File: src/rtl/subw_pkg.sv
package subw_pkg;
    typedef enum logic [1:0] {
        ST_IDLE  = 2'd0,
        ST_ISSUE = 2'd1,
        ST_FIN   = 2'd2
    } subw_state_e;
endpackage

File: src/rtl/subw_col_pick.sv
// Lowest-row priority pick within one column of the active mask.
module subw_col_pick #(
    parameter int ROWS  = 8,
    parameter int ROW_W = 3
) (
    input  logic             clk,
    input  logic             rst_n,
    input  logic [ROWS-1:0]  col_i,
    output logic             found_o,
    output logic [ROW_W-1:0] row_o,
    output logic [ROWS-1:0]  pick_oh_o
);
    always_comb begin
        row_o     = '0;
        pick_oh_o = '0;
        for (int r = ROWS - 1; r >= 0; r--) begin
            if (col_i[r]) begin
                row_o     = ROW_W'(r);
                pick_oh_o = ROWS'(1) << r;
            end
        end
    end

    assign found_o = |col_i;

    // at most one bit is picked, and it is one that is still set
    assert_pick_subset_R2: assert property (@(posedge clk) disable iff (!rst_n)
        $onehot0(pick_oh_o) && ((pick_oh_o & ~col_i) == '0));

    // nothing set below the reported row
    assert_pick_lowest_R2: assert property (@(posedge clk) disable iff (!rst_n)
        found_o |-> ((col_i & ((ROWS'(1) << row_o) - ROWS'(1))) == '0));
endmodule

File: src/rtl/subw_mask_store.sv
// Remaining-thread mask: loaded once, then only ever cleared.
module subw_mask_store #(
    parameter int MASK_W = 32
) (
    input  logic              clk,
    input  logic              rst_n,
    input  logic              load_i,
    input  logic [MASK_W-1:0] load_mask_i,
    input  logic [MASK_W-1:0] clr_i,
    input  logic              flush_i,
    output logic [MASK_W-1:0] mask_o,
    output logic              empty_o,
    output logic              next_empty_o
);
    logic [MASK_W-1:0] mask_q;

    always_ff @(posedge clk) begin
        if (!rst_n) begin
            mask_q <= '0;
        end else if (load_i) begin
            mask_q <= load_mask_i;
        end else if (flush_i) begin
            mask_q <= '0;
        end else begin
            mask_q <= mask_q & ~clr_i;
        end
    end

    assign mask_o       = mask_q;
    assign empty_o      = (mask_q == '0);
    assign next_empty_o = ((mask_q & ~clr_i) == '0);

    // without a load no new bit can appear
    assert_clear_only_R3: assert property (@(posedge clk) disable iff (!rst_n)
        !load_i |=> ((mask_q & ~$past(mask_q)) == '0));
endmodule

File: src/rtl/subw_packer.sv
module subw_packer #(
    parameter int LANES = 4,
    parameter int ROWS  = 8,
    localparam int ROW_W  = (ROWS > 1) ? $clog2(ROWS) : 1,
    localparam int MASK_W = LANES * ROWS
) (
    input  logic                   clk,
    input  logic                   rst_n,
    input  logic                   start_i,
    input  logic                   uncond_i,
    input  logic [MASK_W-1:0]      mask_i,
    output logic                   busy_o,
    output logic                   sw_valid_o,
    output logic [LANES-1:0]       lane_vld_o,
    output logic [LANES*ROW_W-1:0] lane_row_o,
    output logic                   first_o,
    output logic                   last_o,
    output logic                   done_o
);
    import subw_pkg::*;

    subw_state_e state_q, state_d;
    logic        uncond_q;
    logic        first_q;
    logic        accept;
    logic        issue;
    logic        last_hit;

    logic [MASK_W-1:0]      mask_q;
    logic [MASK_W-1:0]      pick_all;
    logic                   mask_empty;
    logic                   next_empty;
    logic [LANES-1:0]       col_found;
    logic [LANES*ROW_W-1:0] col_row;

    assign accept   = (state_q == ST_IDLE) && start_i;
    assign issue    = (state_q == ST_ISSUE);
    assign last_hit = uncond_q || next_empty;

    subw_mask_store #(.MASK_W(MASK_W)) u_store (
        .clk         (clk),
        .rst_n       (rst_n),
        .load_i      (accept),
        .load_mask_i (mask_i),
        .clr_i       (issue ? pick_all : '0),
        .flush_i     (issue && uncond_q),
        .mask_o      (mask_q),
        .empty_o     (mask_empty),
        .next_empty_o(next_empty)
    );

    // One picker per lane; each sees a column of the row-major mask
    for (genvar c = 0; c < LANES; c++) begin : g_lane
        logic [ROWS-1:0]  col;
        logic [ROWS-1:0]  oh;
        logic [ROW_W-1:0] row;
        for (genvar r = 0; r < ROWS; r++) begin : g_row
            assign col[r]                = mask_q[r*LANES + c];
            assign pick_all[r*LANES + c] = oh[r];
        end
        subw_col_pick #(.ROWS(ROWS), .ROW_W(ROW_W)) u_pick (
            .clk      (clk),
            .rst_n    (rst_n),
            .col_i    (col),
            .found_o  (col_found[c]),
            .row_o    (row),
            .pick_oh_o(oh)
        );
        assign col_row[c*ROW_W +: ROW_W] = row;
    end

    // State register and packet flags
    always_ff @(posedge clk) begin
        if (!rst_n) begin
            state_q  <= ST_IDLE;
            uncond_q <= 1'b0;
            first_q  <= 1'b0;
        end else begin
            state_q <= state_d;
            if (accept) begin
                uncond_q <= uncond_i;
                first_q  <= 1'b1;
            end else if (issue) begin
                first_q  <= 1'b0;
            end
        end
    end

    // Next-state logic
    always_comb begin
        state_d = state_q;
        unique case (state_q)
            ST_IDLE: begin
                if (start_i) begin
                    state_d = (mask_i == '0) ? ST_FIN : ST_ISSUE;
                end
            end
            ST_ISSUE: begin
                if (last_hit) begin
                    state_d = ST_FIN;
                end
            end
            ST_FIN: begin
                state_d = ST_IDLE;
            end
            default: state_d = ST_IDLE;
        endcase
    end

    // Outputs
    always_comb begin
        busy_o     = (state_q != ST_IDLE);
        sw_valid_o = issue;
        done_o     = (state_q == ST_FIN);
        first_o    = issue && first_q;
        last_o     = issue && last_hit;
        lane_vld_o = issue ? col_found : '0;
        lane_row_o = '0;
        for (int c = 0; c < LANES; c++) begin
            if (issue && col_found[c]) begin
                lane_row_o[c*ROW_W +: ROW_W] = col_row[c*ROW_W +: ROW_W];
            end
        end
    end

    // after the final sub-warp nothing remains
    assert_last_empties_R5: assert property (@(posedge clk) disable iff (!rst_n)
        (sw_valid_o && last_o) |=> mask_empty);

    // done lasts one cycle and the block is then idle
    assert_done_pulse_R8: assert property (@(posedge clk) disable iff (!rst_n)
        done_o |=> (!done_o && !busy_o));

    // a sub-warp that is not the last is followed by one that is not first
    assert_first_once_R4: assert property (@(posedge clk) disable iff (!rst_n)
        (sw_valid_o && !last_o) |=> (sw_valid_o && !first_o));

    // in unconditional mode the first sub-warp is followed by done
    assert_uncond_single_R6: assert property (@(posedge clk) disable iff (!rst_n)
        (sw_valid_o && first_o && uncond_q) |=> done_o);

    // every issued sub-warp carries at least one thread
    assert_nonempty_issue_R3: assert property (@(posedge clk) disable iff (!rst_n)
        sw_valid_o |-> (lane_vld_o != '0));
endmodule

File: config.mk
export PLATFORM = sky130hd
export DESIGN_NAME = subw_packer
export DESIGN_NICKNAME = d
export VERILOG_FILES = /design/src/rtl/subw_pkg.sv /design/src/rtl/subw_col_pick.sv /design/src/rtl/subw_mask_store.sv /design/src/rtl/subw_packer.sv
export SDC_FILE = /design/constraint.sdc
export NUM_CORES = 1
export LEC_CHECK = 0
export BUFFER_PORTS_ARGS = -buffer_cell sky130_fd_sc_hd__buf_2
export CAP_MARGIN = 0
export CORE_MARGIN = 5
export CORE_UTILIZATION = 47
export DETAILED_ROUTE_END_ITERATION = 7
export PLACE_DENSITY_LB_ADDON = 0.12
export SYNTH_ARGS = -nofsm -noshare
export SYNTH_HDL_FRONTEND = slang
export SYNTH_SLANG_ARGS = --single-unit
File: constraint.sdc
create_clock -name clk -period 2.18 [get_ports clk]
set_input_delay 0.436 -clock clk [delete_from_list [all_inputs] [get_ports clk]]
set_output_delay 0.436 -clock clk [all_outputs]
set_load 0.02 [all_outputs]
==> impl_metrics.yaml <==
status:
  status: "finished, violations left"
  violations: "setup timing"
layout:
  antenna_cells: 0
  layout_commonest_cell: "buf_4"
  drive_gt1_share_pct: 37.3
  final_cell_mix: "63 x buf_4, 54 x buf_2, 38 x a21oi_1, 34 x nor2_1, 33 x dfxtp_1"
  multi_input_area_mm2: 0.00131
  seqCellArea_um2: 724
  n_fill_cell: 399
  syn_to_final_growth_pct: 42.1
  nNetsFinal: 424
yosys:
  netlist_area_mm2: 0.00211
  synthArstFlopShare_pct: 0
  yosysTopAreaCell: "dfxtp_1"
  avgSynthCellArea_um2: 7.49
  ys.flop_type: "dfxtp_1"
  seq_area_frac_synth_pct: 34.1
  yosysTopAreaCellShare_pct: 34.1
  syn_nets: 318
  synth_edf_count: 0
  syn_inst: 282
  ys_seq_elements: 36
  yosys_warnings: 0
  yosysUniqueCellTypes: 43
  synth_area_leaders: "dfxtp_1 34%, a21oi_1 9.0%, nor2_1 6.2%"
pwr:
  power.density_mw_per_mm2: 770
  power_mw: 2.31
  leakage_nw: 1.28
  irDropWorstVdd_mv: 0.462
clocking:
  cts-root-buf: "clkbuf_8"
  numCtsBuffers: 5
  clockBufferDepth: 2
  cts_tree: "yes"
  clock_latency_ns: 0.28
  h-tree-depth: 2
  clkSlewWorstSetupHoldPaths_ns: 0.07
  cts.sinks: 36
placed_design:
  dp_hpwl_mm: 5.29
  numPortBuffers: 56
  place_congestion: 0.892
global_routing:
  track_usage_pct: 23.7
  grt_pass1_wl_mm: 11.6
  antenna_found_initial: 0
  grt_max_degree: 36
  grt.overflow.total: 0
  grt_pass1_vias: 2467
worst_setup_path:
  cp.required_ns: 1.74
  crit_path_end_kind: "primary output"
  startpoint: "u_store.mask_o[9]$_SDFF_PN0_"
  path_max_fanout: 4
  timing.rr.start: "u_store.mask_o[9]$_SDFF_PN0_"
  start_kind: "register"
  path_class: "reg -> out"
  critPathArrivalTime_ns: 2.28
timing:
  relSlewSlack_pct: 72.7
  fin_crit_ns: 2.72
  finalHoldViolCount: 0
  setup_viol: 3
  final.period_utilization_pct: 125
  hold_slack_ns: 0.387
  worst_slew_pin_slew_ns: 0.409
  drv_slew: 0
  grt_setup_unrepaired: "true"
  finClkSkew_ns: 0.00244
  final.setup.worst_slack_ns: -0.539
  max_freq_mhz: 368
hold_path:
  hold_class: "in -> reg"
  min_from: "rst_n"
routing:
  drtIter0Drc: 158
  finalWirelength_mm: 7.06
  final_antenna_net_count: 0
  dr.pass1.iters: 4
  wire_per_inst_um: 16.0
  vias: 2589
  drc: 0
  drt-vias-per-instance: 5.87
floorplanning:
  core_area_mm2: 0.00435
  ios: 57
  die_h_um: 77.1
  die_width_um: 77.1
  rows: 24
  die-area_mm2: 0.00594
  initial_core_util_pct: 48.5
flow_run:
  drv_cap: 0
-- logic make-up after synthesis --
| family | share of synthesized area, % |
|---|---|
| buf+inv | 6.39 |
| flops | 34.1 |
| simple gates | 29.9 |
| compound gates | 27.7 |
| fa+ha+maj | 1.89 |
-- stage by stage --
step	TNS, ns	worst slack (ns)	util, %	std cells	cell area, um2
after floorplan	-0.122	-0.122	-	282	2140
after global placement	-0.457	-0.257	65.2	429	2840
after detailed placement	-0.594	-0.295	65.2	429	2840
after CTS	-1.22	-0.527	68.1	440	2960
after global routing	-1.69	-0.689	69.0	441	3000
final	-1.24	-0.539	69.0	441	3000
-- power breakdown --
part | internal, mW | switching, mW | leakage (nW)
clock network | 0.252 | 0.230 | 0.0510
registers | 0.725 | 0.0690 | 0.297
logic | 0.479 | 0.557 | 0.928
-- registers in the layout, summed over array words and instances (netlist names) --
name,flops
first_q,1
state_q,2
u_store.mask_o,32
uncond_q,1
-- metal layers --
layer,global-route usage [%],up-vias,share of wire (%),wire [um]
met2,39.2,82,47,3350
met5,0,-,0,0
met3,5.27,11,6.2,439
li1,-,1278,-,-
met1,31.4,1218,45,3180
met4,5.67,0,1.3,89
-- cell usage after synthesis, types with 8 or more instances --
cell type and instances:
nand3_1 11, a32oi_1 13, o21ai_0 8, nor4_1 16, a21oi_1 38, clkbuf_1 14, inv_1 12, nor2_1 35
nor3_1 8, nand2_1 27, dfxtp_1 36
-- final timing paths --
path / slack [ns] / endpoint / cells after the start
setup / recovery: -0.54 / last_o / 7
hold / removal: 0.39 / state_q[0]$_SDFFE_PN0P_ / 2
setup reg to reg: -0.42 / state_q[1]$_SDFFE_PN0P_ / 9
hold reg to reg: 0.46 / first_q$_SDFFE_PN0P_ / 2
-- final cells by class --
type / count / area share, %
flip-flops and latches: 36 / 24.1
well taps: 52 / 2.17
repair buffers: 118 / 25.2
inverters: 14 / 1.75
clock buffers: 6 / 2.75
clock inverters: 2 / 0.333
multi-input cells: 213 / 43.6
-- critical path, cell delays in order (launching register included) --
cell and delay [ns]:
dfxtp_1 0.34, or4_1 0.57, o31ai_2 0.23, o2111a_1 0.23
o2111a_1 0.19, a41oi_2 0.17, nor2_4 0.13, buf_4 0.15
-- timing repair --
item / CTS / global route
resized for setup: 4 / 8
pin swaps: 5 / 2
gates cloned: 0 / 0
setup endpoints to repair: 3 / 7
hold buffers: 0 / 0
buffers inserted: 3 / 1
Power figures use the tool's default switching activity.
